## src/rtl/ipc_mailbox_pkg.sv

```systemverilog
package ipc_mailbox_pkg;

  typedef enum logic [1:0] {
    SLOT_TX   = 2'd0,
    SLOT_RX   = 2'd1,
    SLOT_STAT = 2'd2,
    SLOT_NONE = 2'd3
  } slot_e;

  localparam int unsigned ST_AVAIL = 0;
  localparam int unsigned ST_ROOM  = 1;
  localparam int unsigned ST_OVF   = 2;
  localparam int unsigned ST_UDF   = 3;

  typedef struct packed {
    logic tx_wr;
    logic rx_rd;
    logic st_rd;
    logic st_wr;
  } port_op_t;

endpackage

```

## src/rtl/ipc_mailbox_fifo.sv

```systemverilog
module ipc_mailbox_fifo #(
  parameter int unsigned DW    = 32,
  parameter int unsigned DEPTH = 8,
  localparam int unsigned AW   = (DEPTH > 1) ? $clog2(DEPTH) : 1,
  localparam int unsigned CW   = $clog2(DEPTH + 1)
) (
  input  logic          clk_i,
  input  logic          rst_ni,
  input  logic          push_i,   // caller gates with !full_o
  input  logic          pop_i,    // caller gates with !empty_o
  input  logic [DW-1:0] wdata_i,
  output logic [DW-1:0] head_o,
  output logic          full_o,
  output logic          empty_o,
  output logic [CW-1:0] count_o
);

  logic [DW-1:0] mem_q [DEPTH];
  logic [AW-1:0] wptr_q, rptr_q;
  logic [CW-1:0] cnt_q;

  function automatic logic [AW-1:0] bump(input logic [AW-1:0] p);
    return (p == AW'(DEPTH - 1)) ? '0 : p + 1'b1;
  endfunction

  always_ff @(posedge clk_i) begin
    if (push_i) mem_q[wptr_q] <= wdata_i;
  end

  always_ff @(posedge clk_i or negedge rst_ni) begin
    if (!rst_ni) begin
      wptr_q <= '0;
      rptr_q <= '0;
      cnt_q  <= '0;
    end else begin
      if (push_i) wptr_q <= bump(wptr_q);
      if (pop_i)  rptr_q <= bump(rptr_q);
      case ({push_i, pop_i})
        2'b10:   cnt_q <= cnt_q + 1'b1;
        2'b01:   cnt_q <= cnt_q - 1'b1;
        default: cnt_q <= cnt_q;
      endcase
    end
  end

  assign head_o  = mem_q[rptr_q];
  assign full_o  = (cnt_q == CW'(DEPTH));
  assign empty_o = (cnt_q == '0);
  assign count_o = cnt_q;

endmodule

```

## src/rtl/ipc_mailbox_port_dec.sv

```systemverilog
module ipc_mailbox_port_dec
  import ipc_mailbox_pkg::*;
(
  input  logic       req_i,
  input  logic       we_i,
  input  logic [1:0] addr_i,
  output port_op_t   op_o
);

  slot_e slot;
  assign slot = slot_e'(addr_i);

  always_comb begin
    op_o       = '0;
    op_o.tx_wr = req_i &  we_i & (slot == SLOT_TX);
    op_o.rx_rd = req_i & ~we_i & (slot == SLOT_RX);
    op_o.st_rd = req_i & ~we_i & (slot == SLOT_STAT);
    op_o.st_wr = req_i &  we_i & (slot == SLOT_STAT);
  end

endmodule

```

## src/rtl/ipc_mailbox_err_flags.sv

```systemverilog
module ipc_mailbox_err_flags (
  input  logic clk_i,
  input  logic rst_ni,
  input  logic tx_wr_i,
  input  logic tx_full_i,
  input  logic rx_rd_i,
  input  logic rx_empty_i,
  input  logic st_wr_i,
  output logic ovf_o,
  output logic udf_o
);

  // one access per core per cycle, so set and clear never meet
  always_ff @(posedge clk_i or negedge rst_ni) begin
    if (!rst_ni) begin
      ovf_o <= 1'b0;
      udf_o <= 1'b0;
    end else begin
      if (tx_wr_i && tx_full_i) ovf_o <= 1'b1;
      else if (st_wr_i)         ovf_o <= 1'b0;
      if (rx_rd_i && rx_empty_i) udf_o <= 1'b1;
      else if (st_wr_i)          udf_o <= 1'b0;
    end
  end

endmodule

```

## src/rtl/ipc_mailbox.sv

```systemverilog
module ipc_mailbox
  import ipc_mailbox_pkg::*;
#(
  parameter int unsigned DW    = 32,
  parameter int unsigned DEPTH = 8
) (
  input  logic          clk_i,
  input  logic          rst_ni,
  input  logic          a_req_i,
  input  logic          a_we_i,
  input  logic          a_core_i,
  input  logic [1:0]    a_addr_i,
  input  logic [DW-1:0] a_wdata_i,
  output logic [DW-1:0] a_rdata_o,
  input  logic          b_req_i,
  input  logic          b_we_i,
  input  logic          b_core_i,
  input  logic [1:0]    b_addr_i,
  input  logic [DW-1:0] b_wdata_i,
  output logic [DW-1:0] b_rdata_o,
  output logic [1:0]    irq_o
);

  localparam int unsigned NC = 2;
  localparam int unsigned CW = $clog2(DEPTH + 1);

  logic [NC-1:0]          p_live, p_we, p_core;
  logic [NC-1:0][1:0]     p_addr;
  logic [NC-1:0][DW-1:0]  p_wdata, p_rdata;
  port_op_t               p_op [NC];

  logic [NC-1:0]          core_tx_wr, core_rx_rd, core_st_wr;
  logic [NC-1:0][DW-1:0]  core_wd;
  logic [NC-1:0]          fifo_full, fifo_empty;
  logic [NC-1:0][DW-1:0]  fifo_head;
  logic [NC-1:0][CW-1:0]  fifo_cnt;
  logic [NC-1:0]          err_ovf, err_udf;

  // port B yields when both ports claim the same core
  assign p_live[0]  = a_req_i;
  assign p_live[1]  = b_req_i & ~(a_req_i & (a_core_i == b_core_i));
  assign p_we       = {b_we_i, a_we_i};
  assign p_core     = {b_core_i, a_core_i};
  assign p_addr     = {b_addr_i, a_addr_i};
  assign p_wdata    = {b_wdata_i, a_wdata_i};
  assign a_rdata_o  = p_rdata[0];
  assign b_rdata_o  = p_rdata[1];

  for (genvar p = 0; p < NC; p++) begin : g_port
    logic rx_sel;
    assign rx_sel = ~p_core[p];

    ipc_mailbox_port_dec u_dec (
      .req_i  (p_live[p]),
      .we_i   (p_we[p]),
      .addr_i (p_addr[p]),
      .op_o   (p_op[p])
    );

    always_comb begin
      p_rdata[p] = '0;
      if (p_op[p].rx_rd && !fifo_empty[rx_sel]) begin
        p_rdata[p] = fifo_head[rx_sel];
      end else if (p_op[p].st_rd) begin
        p_rdata[p][ST_AVAIL] = ~fifo_empty[rx_sel];
        p_rdata[p][ST_ROOM]  = ~fifo_full[p_core[p]];
        p_rdata[p][ST_OVF]   = err_ovf[p_core[p]];
        p_rdata[p][ST_UDF]   = err_udf[p_core[p]];
      end
    end
  end

  for (genvar c = 0; c < NC; c++) begin : g_core
    always_comb begin
      core_tx_wr[c] = 1'b0;
      core_rx_rd[c] = 1'b0;
      core_st_wr[c] = 1'b0;
      core_wd[c]    = '0;
      for (int p = 0; p < NC; p++) begin
        if (p_live[p] && (p_core[p] == 1'(c))) begin
          core_tx_wr[c] = core_tx_wr[c] | p_op[p].tx_wr;
          core_rx_rd[c] = core_rx_rd[c] | p_op[p].rx_rd;
          core_st_wr[c] = core_st_wr[c] | p_op[p].st_wr;
          core_wd[c]    = p_wdata[p];
        end
      end
    end

    // queue c carries core c -> core (NC-1-c)
    ipc_mailbox_fifo #(
      .DW    (DW),
      .DEPTH (DEPTH)
    ) u_fifo (
      .clk_i   (clk_i),
      .rst_ni  (rst_ni),
      .push_i  (core_tx_wr[c] & ~fifo_full[c]),
      .pop_i   (core_rx_rd[NC-1-c] & ~fifo_empty[c]),
      .wdata_i (core_wd[c]),
      .head_o  (fifo_head[c]),
      .full_o  (fifo_full[c]),
      .empty_o (fifo_empty[c]),
      .count_o (fifo_cnt[c])
    );

    ipc_mailbox_err_flags u_err (
      .clk_i      (clk_i),
      .rst_ni     (rst_ni),
      .tx_wr_i    (core_tx_wr[c]),
      .tx_full_i  (fifo_full[c]),
      .rx_rd_i    (core_rx_rd[c]),
      .rx_empty_i (fifo_empty[NC-1-c]),
      .st_wr_i    (core_st_wr[c]),
      .ovf_o      (err_ovf[c]),
      .udf_o      (err_udf[c])
    );

    assign irq_o[c] = ~fifo_empty[NC-1-c] | err_ovf[c] | err_udf[c];
  end

endmodule

```

## config.mk

```make
export PLATFORM = sky130hd
export DESIGN_NAME = ipc_mailbox
export DESIGN_NICKNAME = d
export VERILOG_FILES = /design/src/rtl/ipc_mailbox_pkg.sv /design/src/rtl/ipc_mailbox_fifo.sv /design/src/rtl/ipc_mailbox_port_dec.sv /design/src/rtl/ipc_mailbox_err_flags.sv /design/src/rtl/ipc_mailbox.sv
export SDC_FILE = /design/constraint.sdc
export NUM_CORES = 1
export LEC_CHECK = 0
export BUFFER_PORTS_ARGS = -buffer_cell sky130_fd_sc_hd__buf_2
export CAP_MARGIN = 25
export CELL_PAD_IN_SITES_DETAIL_PLACEMENT = 1
export CELL_PAD_IN_SITES_GLOBAL_PLACEMENT = 2
export CORE_MARGIN = 5
export CORE_UTILIZATION = 40
export CTS_BUF_LIST = sky130_fd_sc_hd__clkbuf_4 sky130_fd_sc_hd__clkbuf_8 sky130_fd_sc_hd__clkbuf_16
export DETAILED_ROUTE_END_ITERATION = 12
export GPL_TIMING_DRIVEN = 0
export PLACE_DENSITY_LB_ADDON = 0.1
export SYNTH_ARGS = -nofsm -noshare
export SYNTH_HDL_FRONTEND = slang
export SYNTH_SLANG_ARGS = --single-unit
export TNS_END_PERCENT = 5
```

## constraint.sdc

```tcl
create_clock -name clk_i -period 9.5 [get_ports clk_i]
set_clock_uncertainty 0.1 [all_clocks]
set_input_delay 1.9 -clock clk_i [delete_from_list [all_inputs] [get_ports clk_i]]
set_output_delay 1.9 -clock clk_i [all_outputs]
set_load 0.05 [all_outputs]
```

==> metrics, run 1 <==
status complete, no violations; Nets 1,530; synthesized area 0.0224 sq mm; P_leak 9.14 nW; ys async rst share 0.0448; Cells after Synth 1,157; gr ovfl total 0; Longest Clk Path Bufs 3; 1st-pass router iterations 5; Synth-to-Final Area Change 19.5%; maxcap violations 0; CTS buffer count 59; final cell count without fillers 2,237; syn_nets 1,247; post-CTS sizing 0; Vias/cell 5.59; dpl cell area 0.0249 sq mm; DIE AREA 0.0609 sq mm; Synth area leaders edfxtp_1, mux4_2, dfrtp_1; Critical Path AT 4.37 ns; dpl ws 3.17 ns; Post-CTS Repair Setup Buffers 0; Post-Route WL 64.6 mm; DP HPWL 46.5 mm; largest net degree at the start of global routing 25; Synth warnings 0; Final WS setup 3.13 ns; worst-path cell with the longest stage delay o2111ai_1; clock sinks 536; Initial Utilization 0.405; Least-Margin Pin Slew 1.06 ns; final core occ 0.484; fraction of layout cells with a size suffix above 1 0.369; R2R Setup Slk 6.33 ns; vias in the first global route 13.3k; sequential element share of the synthesized area 0.713; post-synthesis register bit count 536; Critical Path Source Type primary input; total track usage 0.214; Placer Congestion 0.732; ANT cells 0; Required @ worst endpoint 7.50 ns; max_slew headroom 0.292; most frequent CP cell buf_2; die height 247 um; FP Rows 86; drc violations 0; clock-pin slew on the worst setup and hold paths 0.06 ns; Yosys top cell area share 0.686; Setup-failing EPs final 0; Finished Cell Area 0.0268 sq mm; Top FF cell, synth edfxtp_1; period utilisation layout 0.670; core area 0.0553 sq mm; Final Critical Period 6.37 ns; Inst Count DP 2,125; die width 247 um; CP peak stage delay 0.55 ns; Mean Syn Cell Area 19.4 sq um; RSZ-0062 raised after global routing false; CTS root buf clkbuf_16; clock latency on the worst-skew pair 0.62 ns; final hold vios 0; Antenna Violating Nets Remaining 0; Netlist cell types 54; wire per inst 28.9 um; CTS tree yes; CP max FO 10; First DRT Iteration DRCs 973; Power Dens Cells 253 mW/mm^2; maximum vdd drop 0.141 mV; I/O Pins 142; EDFF count, synth 512; CTS Hold Bufs 0; Crit. End Element primary output; crit path cell chain buf_2, nor3b_1, o2111ai_1, clkbuf_1, a211oi_1, buf_2; Max Clock Freq 157 MHz; first-pass GRT wire length 94.2 mm; detailed-route via count 12.5k; Synth area leader edfxtp_1; initial antenna violation count 0; CTS H-tree lvls 2; worst hold path class reg2reg; critical path class in2out; port bufs 140; Slew Viols, Final 0
cell usage after synthesis, drive strengths merged (2+ instances only):
cell and n:
a31oi 2, nor4bb 2, mux4 128, xor2 8, or2 2, or3 5, nor2 71, dfrtp 24
a21o 2, inv 8, and2 4, nor4 5, nor3b 5, a21oi 12, ha 14, mux2 45
and3 2, nand2 19, mux2i 36, nor3 7, buf 38, o211ai 2, o22ai 6, nor2b 2
clkbuf 38, edfxtp 512, o2111ai 2, a22o 66, a211oi 58, xnor2 3, nor4b 8, o21ai 10
a221oi 3
final timing paths:
check,startpoint,endpoint,cells past startpoint
hold reg to reg,g_core[1].u_fifo.count_o[3],g_core[1].u_fifo.count_o[3],1
setup / recovery,a_we_i,a_rdata_o[21],6
min in group asynchronous,rst_ni,g_core[1].u_err.ovf_o,1
setup reg to reg,g_core[0].u_fifo.count_o[1],g_core[0].u_fifo.mem_q[4][14],9
hold / removal,g_core[1].u_fifo.count_o[3],g_core[1].u_fifo.count_o[3],1
max in group asynchronous,rst_ni,g_core[1].u_fifo.rptr_q[0],1
placed cells by master, fill, tap and decap left out, types with 7 or more instances in the layout:
| cell | instances |
|---|---|
| mux2_2 | 42 |
| edfxtp_1 | 512 |
| nand2_1 | 19 |
| mux2i_1 | 36 |
| a22o_1 | 66 |
| clkbuf_16 | 60 |
| o21ai_0 | 9 |
| buf_6 | 24 |
| mux4_2 | 128 |
| buf_4 | 60 |
| buf_2 | 156 |
| xor2_1 | 7 |
| clkbuf_4 | 15 |
| clkinv_2 | 12 |
| a211oi_1 | 55 |
| dfrtp_1 | 24 |
| buf_1 | 11 |
| buf_8 | 7 |
| clkbuf_1 | 37 |
| nor2_1 | 70 |
| clkinv_1 | 12 |
| ha_1 | 14 |
| a21oi_1 | 9 |
per-layer routing:
metal / wire length [um] / up-vias / GRT usage
li1: - / 5398 / -
met1: 28300 / 6720 / 0.299
met2: 32300 / 309 / 0.363
met3: 2750 / 85 / 0.0257
met4: 1290 / 0 / 0.0505
met5: 0 / - / 0
per-stage QoR:
stage	total power, W	setup TNS, ns	hold WS, ns
3_3_place_gp	0.00461	-605.67	0.416
5_1_grt	0.00712	0	0.469
4_1_cts	0.00689	0	0.437
3_5_place_dp	0.00467	0	0.426
6_report	0.00679	0	0.445
2_1_floorplan	0.00407	0	0.378
power breakdown:
group / internal [W] / total, W / switching [W]
registers: 0.00268 / 0.00277 / 0.0000866
logic: 0.000803 / 0.00181 / 0.00100
clock network: 0.00128 / 0.00221 / 0.000936
flip-flops by register name (all words and copies together), names as in the netlist:
register	flops
g_core.u_fifo.mem_q	512
g_core.u_fifo.count_o	8
g_core.u_fifo.rptr_q	6
g_core.u_fifo.wptr_q	6
g_core.u_err.ovf_o	2
g_core.u_err.udf_o	2
critical path, delay by kind of cell:
kind | cells | cell delay (ns)
compound gates | 2 | 1.06
buf+inv | 3 | 0.97
simple gates | 1 | 0.43
kinds of logic (layout without fill, tap and decap cells):
group,Yosys count,count (layout),share of synthesized area
adder cells (fa/ha/maj),14,14,0.00782
multiplexers,209,209,0.167
buffers and inverters,84,416,0.0174
flip-flops,536,536,0.713
AND/OR/NAND/NOR,136,136,0.0307
AO/OA/AOI/OAI,167,167,0.0592
XOR/XNOR,11,11,0.00464
cell type report:
class                   count  area [sq um]
plain buffers              76           359
fillers                  5255         28500
flip-flops and latches    536         16000
inverters                   8          30.0
multi-input cells         537          6140
clock buffers              78          1660
well taps                 748           936
repair buffers            222          1460
clock inverters            32           223
Power figures use the tool's default switching activity.
==> inputs of run 2 (changes only) <==
--- a/config.mk
+++ b/config.mk
@@ -5,12 +5,13 @@
 export SDC_FILE = /design/constraint.sdc
 export NUM_CORES = 1
 export LEC_CHECK = 0
+export ABC_AREA = 1
 export BUFFER_PORTS_ARGS = -buffer_cell sky130_fd_sc_hd__buf_2
 export CAP_MARGIN = 25
 export CELL_PAD_IN_SITES_DETAIL_PLACEMENT = 1
 export CELL_PAD_IN_SITES_GLOBAL_PLACEMENT = 2
 export CORE_MARGIN = 5
-export CORE_UTILIZATION = 40
+export CORE_UTILIZATION = 37
 export CTS_BUF_LIST = sky130_fd_sc_hd__clkbuf_4 sky130_fd_sc_hd__clkbuf_8 sky130_fd_sc_hd__clkbuf_16
 export DETAILED_ROUTE_END_ITERATION = 12
 export GPL_TIMING_DRIVEN = 0
==> constraint.sdc (replaced) <==
create_clock -name clk_i -period 5.15 [get_ports clk_i]
set_clock_uncertainty 0.1 [all_clocks]
set_input_delay 1.03 -clock clk_i [delete_from_list [all_inputs] [get_ports clk_i]]
set_output_delay 1.03 -clock clk_i [all_outputs]
set_load 0.05 [all_outputs]
==> run 2 against run 1 <==
Flip-flop and latch count is the same. Sequential power grew 82%. Register-to-register slack lost 4.3 ns. Count of clock-buffer cells in the layout grew 8. Setup slack lost 2.5 ns. Synthesized area grew 4.7%. Non-clock buffer count shrank 11. Critical path type is now reg2out.
==> metrics, run 2 <==
status complete, no violations; CTS buffer count 59 (unchanged); Top FF cell, synth edfxtp_1; Largest Register g_core.u_fifo.mem_q; CTS tree yes; total track usage 0.236 (+0.0223); Placer Congestion 0.885 (+21%); Initial Utilization 0.373 (-0.0326); post-synthesis register bit count 536 (unchanged); Post-CTS Repair Setup Buffers 0 (unchanged); I/O Pins 142 (unchanged); CTS root buf clkbuf_16; Synth-to-Final Area Change 18.2%; max reg flops 512 (unchanged); CP Buf/Inv Count 4 (+1); die width 262 um (+6.1%); Final WS setup 0.667 ns (-2.46 ns); Yosys top cell area share 0.655 (-0.0307); first-pass GRT wire length 120 mm (+27%); CTS Hold Bufs 0 (unchanged); Nets 2,456 (+61%); Inst Count DP 3,151 (+48%); Cells after Synth 2,150 (+86%); dpl ws 1.01 ns (-2.16 ns); max_slew headroom 0.336 (+0.0447); Netlist cell types 35 (-35%); R2R depth 12 (+3); Longest Clk Path Bufs 3 (unchanged); 1st-pass router iterations 5 (unchanged); Post-Route WL 81.2 mm (+26%); core area 0.0630 sq mm (+14%); worst r2r dst g_core[0].u_fifo.count_o[2]; EDFF count, synth 512 (unchanged); DIE AREA 0.0685 sq mm (+13%); maximum vdd drop 0.290 mV (+110%); Vias/cell 5.31 (-5.1%); Setup-failing EPs final 0 (unchanged); Critical Path End b_rdata_o[9]; ANT cells 0 (unchanged); R2R Setup Slk 2.03 ns (-4.30 ns); Crit. End Element primary output; clock latency on the worst-skew pair 0.61 ns (about the same); Least-Margin Pin Slew 0.996 ns (-0.0671 ns); critical path's top delay family buffers and inverters; First DRT Iteration DRCs 1,330 (+37%); drc violations 0 (unchanged); DP HPWL 59.3 mm (+28%); maxcap violations 0 (unchanged); CP peak stage delay 0.56 ns (about the same); r2r startpoint g_core[0].u_fifo.count_o[1]; FP Rows 92 (+7.0%); die height 262 um (+6.1%); detailed-route via count 17.3k (+38%); final hold vios 0 (unchanged); Filler cells 6,862 (+31%); syn_nets 2,240 (+80%); Mean Syn Cell Area 10.9 sq um (-44%); final core occ 0.440 (-0.0438); initial antenna violation count 1 (+1); Power Dens Cells 511 mW/mm^2 (+100%); Synth warnings 0 (unchanged); ys async rst share 0.0448 (unchanged); synthesized area 0.0235 sq mm (+4.7%); Critical Path Source Type register; post-CTS sizing 0 (unchanged); port bufs 139 (-0.71%); Slew Viols, Final 0 (unchanged); worst-path cell with the longest stage delay buf_1; Final Critical Period 4.48 ns; RSZ-0062 raised after global routing false; most frequent cells in the layout edfxtp_1, nor2_1, nand2_1; Max Clock Freq 223 MHz; count leader, synth edfxtp_1; wire per inst 24.9 um (-14%); Synth area leader edfxtp_1; Antenna Violating Nets Remaining 0 (unchanged); most common cell after layout, fill and taps aside edfxtp_1; Synth area leaders edfxtp_1, nor2_1, o21ai_0; clock-pin slew on the worst setup and hold paths 0.06 ns (about the same); sequential element share of the synthesized area 0.681 (-0.0319); Required @ worst endpoint 4.02 ns (-3.48 ns); clock sinks 536 (unchanged); crit path cell chain clkbuf_1, inv_1, buf_1, nand2_1, nand2_1, nor2_1, nor2_1, buf_2; fraction of layout cells with a size suffix above 1 0.150 (-0.219); gr ovfl total 0 (unchanged); Critical Path AT 3.35 ns (-1.02 ns); Setup crit start g_core[0].u_fifo.rptr_q[2]; largest net degree at the start of global routing 25 (unchanged); worst hold path class in2async; Finished Cell Area 0.0277 sq mm (+3.5%); final cell count without fillers 3,257 (+46%); period utilisation layout 0.870; Crit path depth 8 (+2); Design Power 0.0142 W (+110%); CP max FO 10 (unchanged); critical path class reg2out; Commonest cells post-synth edfxtp_1, nor2_1, nand2_1; P_leak 10.3 nW (+12%); dpl cell area 0.0257 sq mm (+3.4%); CTS H-tree lvls 2 (unchanged); vias in the first global route 18.1k (+36%)
## run 2: changes by cell type after synthesis, sizes merged, moves of 36 or more
cell,delta
nor2,+431
nand2,+315
o21ai,+255
mux4,-128
o22ai,+112
inv,+93
a22o,-66
o211ai,+59
a211oi,-58
nand3,+57
mux2,-45
mux2i,-36
## run 2: per-stage QoR
| stage | TNS [ns] | hold WS, ns |
|---|---|---|
| after floorplan | 0 | 0.368 |
| after global placement | -181.62 | 0.398 |
| after detailed placement | 0 | 0.399 |
| after CTS | 0 | 0.345 |
| after global routing | 0 | 0.371 |
| final | 0 | 0.356 |
## run 2: report_power, final
group          internal [W]  total [W]  switching [W]
clock               0.00262    0.00435        0.00173
combinational       0.00129    0.00477        0.00348
sequential          0.00491    0.00503       0.000119
## run 2: how the worst min path moves through the flow
stage	from	to	slack, ns	cells after the start
after floorplan	g_core[1].u_err.ovf_o	g_core[1].u_err.ovf_o	0.37	2
after CTS	rst_ni	g_core[1].u_fifo.count_o[2]	0.34	1
after global placement	g_core[1].u_err.ovf_o	g_core[1].u_err.ovf_o	0.40	2
after global routing	rst_ni	g_core[1].u_fifo.count_o[2]	0.37	1
after detailed placement	g_core[1].u_err.udf_o	g_core[1].u_err.udf_o	0.40	2
final	rst_ni	g_core[1].u_fifo.count_o[2]	0.36	1
## run 2: area by class of cell
cell class	count	area (sq um)	share of cell area
clock buffer	86	1780	0.0641
buffer	132	693	0.0250
tap	846	1060	0.0382
multi-input combinational	1379	6520	0.235
timing repair buffer	155	1080	0.0391
clock inverter	20	225	0.00812
inverter	103	387	0.0139
sequential	536	16000	0.576
## run 2: logic make-up after synthesis
| logic type | Yosys count | share of synthesized area |
|---|---|---|
| and+or+nand+nor | 904 | 0.152 |
| buffers and inverters | 235 | 0.0460 |
| DFF | 536 | 0.681 |
| xor gates and xnor gates | 7 | 0.00261 |
| AOI/OAI and AO/OA | 454 | 0.111 |
| adders and majority gates | 14 | 0.00747 |
## run 2: worst reg2reg max path, cell delays in order (launching register included)
cell and delay, ns:
dfrtp_1 0.41, inv_1 0.08, nand2_1 0.09, nor3_1 0.47, inv_1 0.31, nand2_2 0.38, ha_1 0.30, nor2_1 0.06
nor2_1 0.19, ha_1 0.18, a21oi_1 0.05, or2_2 0.29, a21oi_1 0.14
## run 2: per-layer routing
layer  up-vias  global-route usage  share of wire
met3        81              0.0394          0.058
met2       465               0.371           0.45
met1      8780               0.350           0.48
met4         0              0.0455          0.017
li1       7967                   -              -
met5         -                   0              0
==> inputs of run 3 (changes only) <==
--- a/config.mk
+++ b/config.mk
@@ -15,6 +15,7 @@
 export CTS_BUF_LIST = sky130_fd_sc_hd__clkbuf_4 sky130_fd_sc_hd__clkbuf_8 sky130_fd_sc_hd__clkbuf_16
 export DETAILED_ROUTE_END_ITERATION = 12
 export GPL_TIMING_DRIVEN = 0
+export MAX_ROUTING_LAYER = met4
 export PLACE_DENSITY_LB_ADDON = 0.1
 export SYNTH_ARGS = -nofsm -noshare
 export SYNTH_HDL_FRONTEND = slang
==> run 3 against run 2 <==
Via count up 0.50%. Sequential share of layout area about the same. Clock power about the same. Die area unchanged. Core utilization about the same. Fmax about the same. Critical path depth unchanged. Combinational power about the same. Flip-flop and latch count unchanged. Final area about the same. Global-route usage up 0.68 points.
==> metrics, run 3 (synthesized netlist as in run 2, its figures left out) <==
die height 262 um (unchanged); Critical Path AT 3.35 ns (about the same); Int Pwr 0.00883 W (about the same); vias in the first global route 18.2k (+0.094%); Post-CTS Repair Setup Buffers 0 (unchanged); wire per inst 24.9 um (about the same); net switching power 0.00533 W (about the same); first-pass GRT wire length 120 mm (-0.13%); WHS 0.367 ns (+0.0114 ns); GR peak layer met2; CP max FO 10 (unchanged); Finished Cell Area 0.0277 sq mm (about the same); R2R Setup Slk 2.06 ns (+0.03 ns); die width 262 um (unchanged); CTS H-tree lvls 2 (unchanged); status complete, no violations; Nets 2,456 (unchanged); max reg flops 512 (unchanged); core area 0.0630 sq mm (unchanged); gr ovfl total 0 (unchanged); CTS tree yes; fraction of layout cells with a size suffix above 1 0.150 (unchanged); Critical Path Source Type register; Required @ worst endpoint 4.02 ns (about the same); Longest Clk Path Bufs 3 (unchanged); initial antenna violation count 0 (-1); CTS root buf clkbuf_16; drc violations 0 (unchanged); Placer Congestion 0.900 (+1.7%); DP HPWL 59.3 mm (unchanged); final core occ 0.440 (about the same); Power Dens Cells 511 mW/mm^2 (about the same); First DRT Iteration DRCs 1,341 (+0.83%); switch share 0.377 (about the same); DIE AREA 0.0685 sq mm (unchanged); Setup-failing EPs final 0 (unchanged); RSZ-0062 raised after global routing false; Initial Utilization 0.373 (unchanged); detailed-route via count 17.4k (+0.50%); worst r2r dst g_core[0].u_fifo.count_o[2]; Clk network pwr share 0.307 (about the same); period utilisation layout 0.870 (about the same); Synth-to-Final Area Change 18.2% (about the same); post-CTS sizing 0 (unchanged); Seq pwr share 0.355 (about the same); met3 usage in global routing 0.0355 (-0.00384); port bufs 139 (unchanged); met1 GRT Util 0.351 (+0.000817); critical path class reg2out; largest net degree at the start of global routing 25 (unchanged); maximum vdd drop 0.291 mV (+0.18%); M2 GR Usage 0.371 (about the same); final hold vios 0 (unchanged); P_leak 10.3 nW (unchanged); maxcap violations 0 (unchanged); r2r startpoint g_core[0].u_fifo.count_o[1]; Slew Viols, Final 0 (unchanged); Comb power frac 0.337 (about the same); Final Critical Period 4.48 ns (-0.00169 ns); CTS buffer count 59 (unchanged); Largest Register g_core.u_fifo.mem_q; FP Rows 92 (unchanged); Least-Margin Pin Slew 1.01 ns (+0.0128 ns); total track usage 0.243 (+0.00684); R2R depth 12 (unchanged); Vias/cell 5.33 (+0.47%); CTS Hold Bufs 0 (unchanged); most common cell after layout, fill and taps aside edfxtp_1; Crit. End Element primary output; I/O Pins 142 (unchanged); Post-Route WL 81.2 mm (about the same); max_slew headroom 0.328 (-0.00854); dpl cell area 0.0257 sq mm (unchanged); clock-pin slew on the worst setup and hold paths 0.06 ns (about the same); Antenna Violating Nets Remaining 0 (unchanged); worst hold path class in2async; Max Clock Freq 223 MHz (about the same); most frequent cells in the layout edfxtp_1, nor2_1, nand2_1; clock sinks 536 (unchanged); clock latency on the worst-skew pair 0.61 ns (about the same); 1st-pass router iterations 5 (unchanged); Design Power 0.0142 W (about the same)
run 3: critical path: stages (launching register included):
cell	delay, ns
dfrtp_1	0.39
clkbuf_1	0.34
inv_1	0.37
buf_1	0.60
nand2_1	0.13
nand2_1	0.12
nor2_1	0.05
nor2_1	0.38
buf_2	0.35
run 3: cell type report:
type                    instances  area [sq um]
fillers                      6861         35200
flip-flops and latches        536         16000
multi-input cells            1379          6520
clock buffers                  86          1780
repair buffers                155          1080
well taps                     846          1060
plain buffers                 132           693
inverters                     103           387
clock inverters                20           225
diodes                          1          2.50
run 3: power by group through the flow:
| stage | Combinational, W | Sequential, W | Clock, W |
|---|---|---|---|
| after global placement | 0.00468 | 0.00512 | 0 |
| after floorplan | 0.00294 | 0.00508 | 0 |
| final | 0.00477 | 0.00503 | 0.00435 |
| after detailed placement | 0.00482 | 0.00512 | 0 |
| after CTS | 0.00484 | 0.00503 | 0.00444 |
| after global routing | 0.00528 | 0.00505 | 0.00463 |
run 3: layer usage:
metal,share of wire,vias to the layer above
li1,-,7968
met1,0.48,8827
met2,0.45,486
met3,0.056,98
met4,0.018,0
met5,0,-
run 3: metrics by stage:
step                TNS, ns  instances  setup slack [ns]
global route              0       3257             0.482
finish                    0       3258             0.669
detailed placement        0       3151              1.01
floorplan                 0       2150              1.38
CTS                       0       3257             0.646
global placement    -181.62       3135            -0.664
run 3: worst max-delay path by stage:
stage | startpoint | end | cells past startpoint
3_5_place_dp | b_core_i | b_rdata_o[31] | 7
4_1_cts | g_core[1].u_fifo.rptr_q[0] | a_rdata_o[25] | 10
6_report | g_core[0].u_fifo.rptr_q[2] | b_rdata_o[28] | 8
2_1_floorplan | a_core_i | g_core[1].u_fifo.mem_q[0][0] | 8
5_1_grt | g_core[1].u_fifo.rptr_q[0] | b_rdata_o[29] | 10
3_3_place_gp | a_core_i | g_core[0].u_fifo.mem_q[0][17] | 8
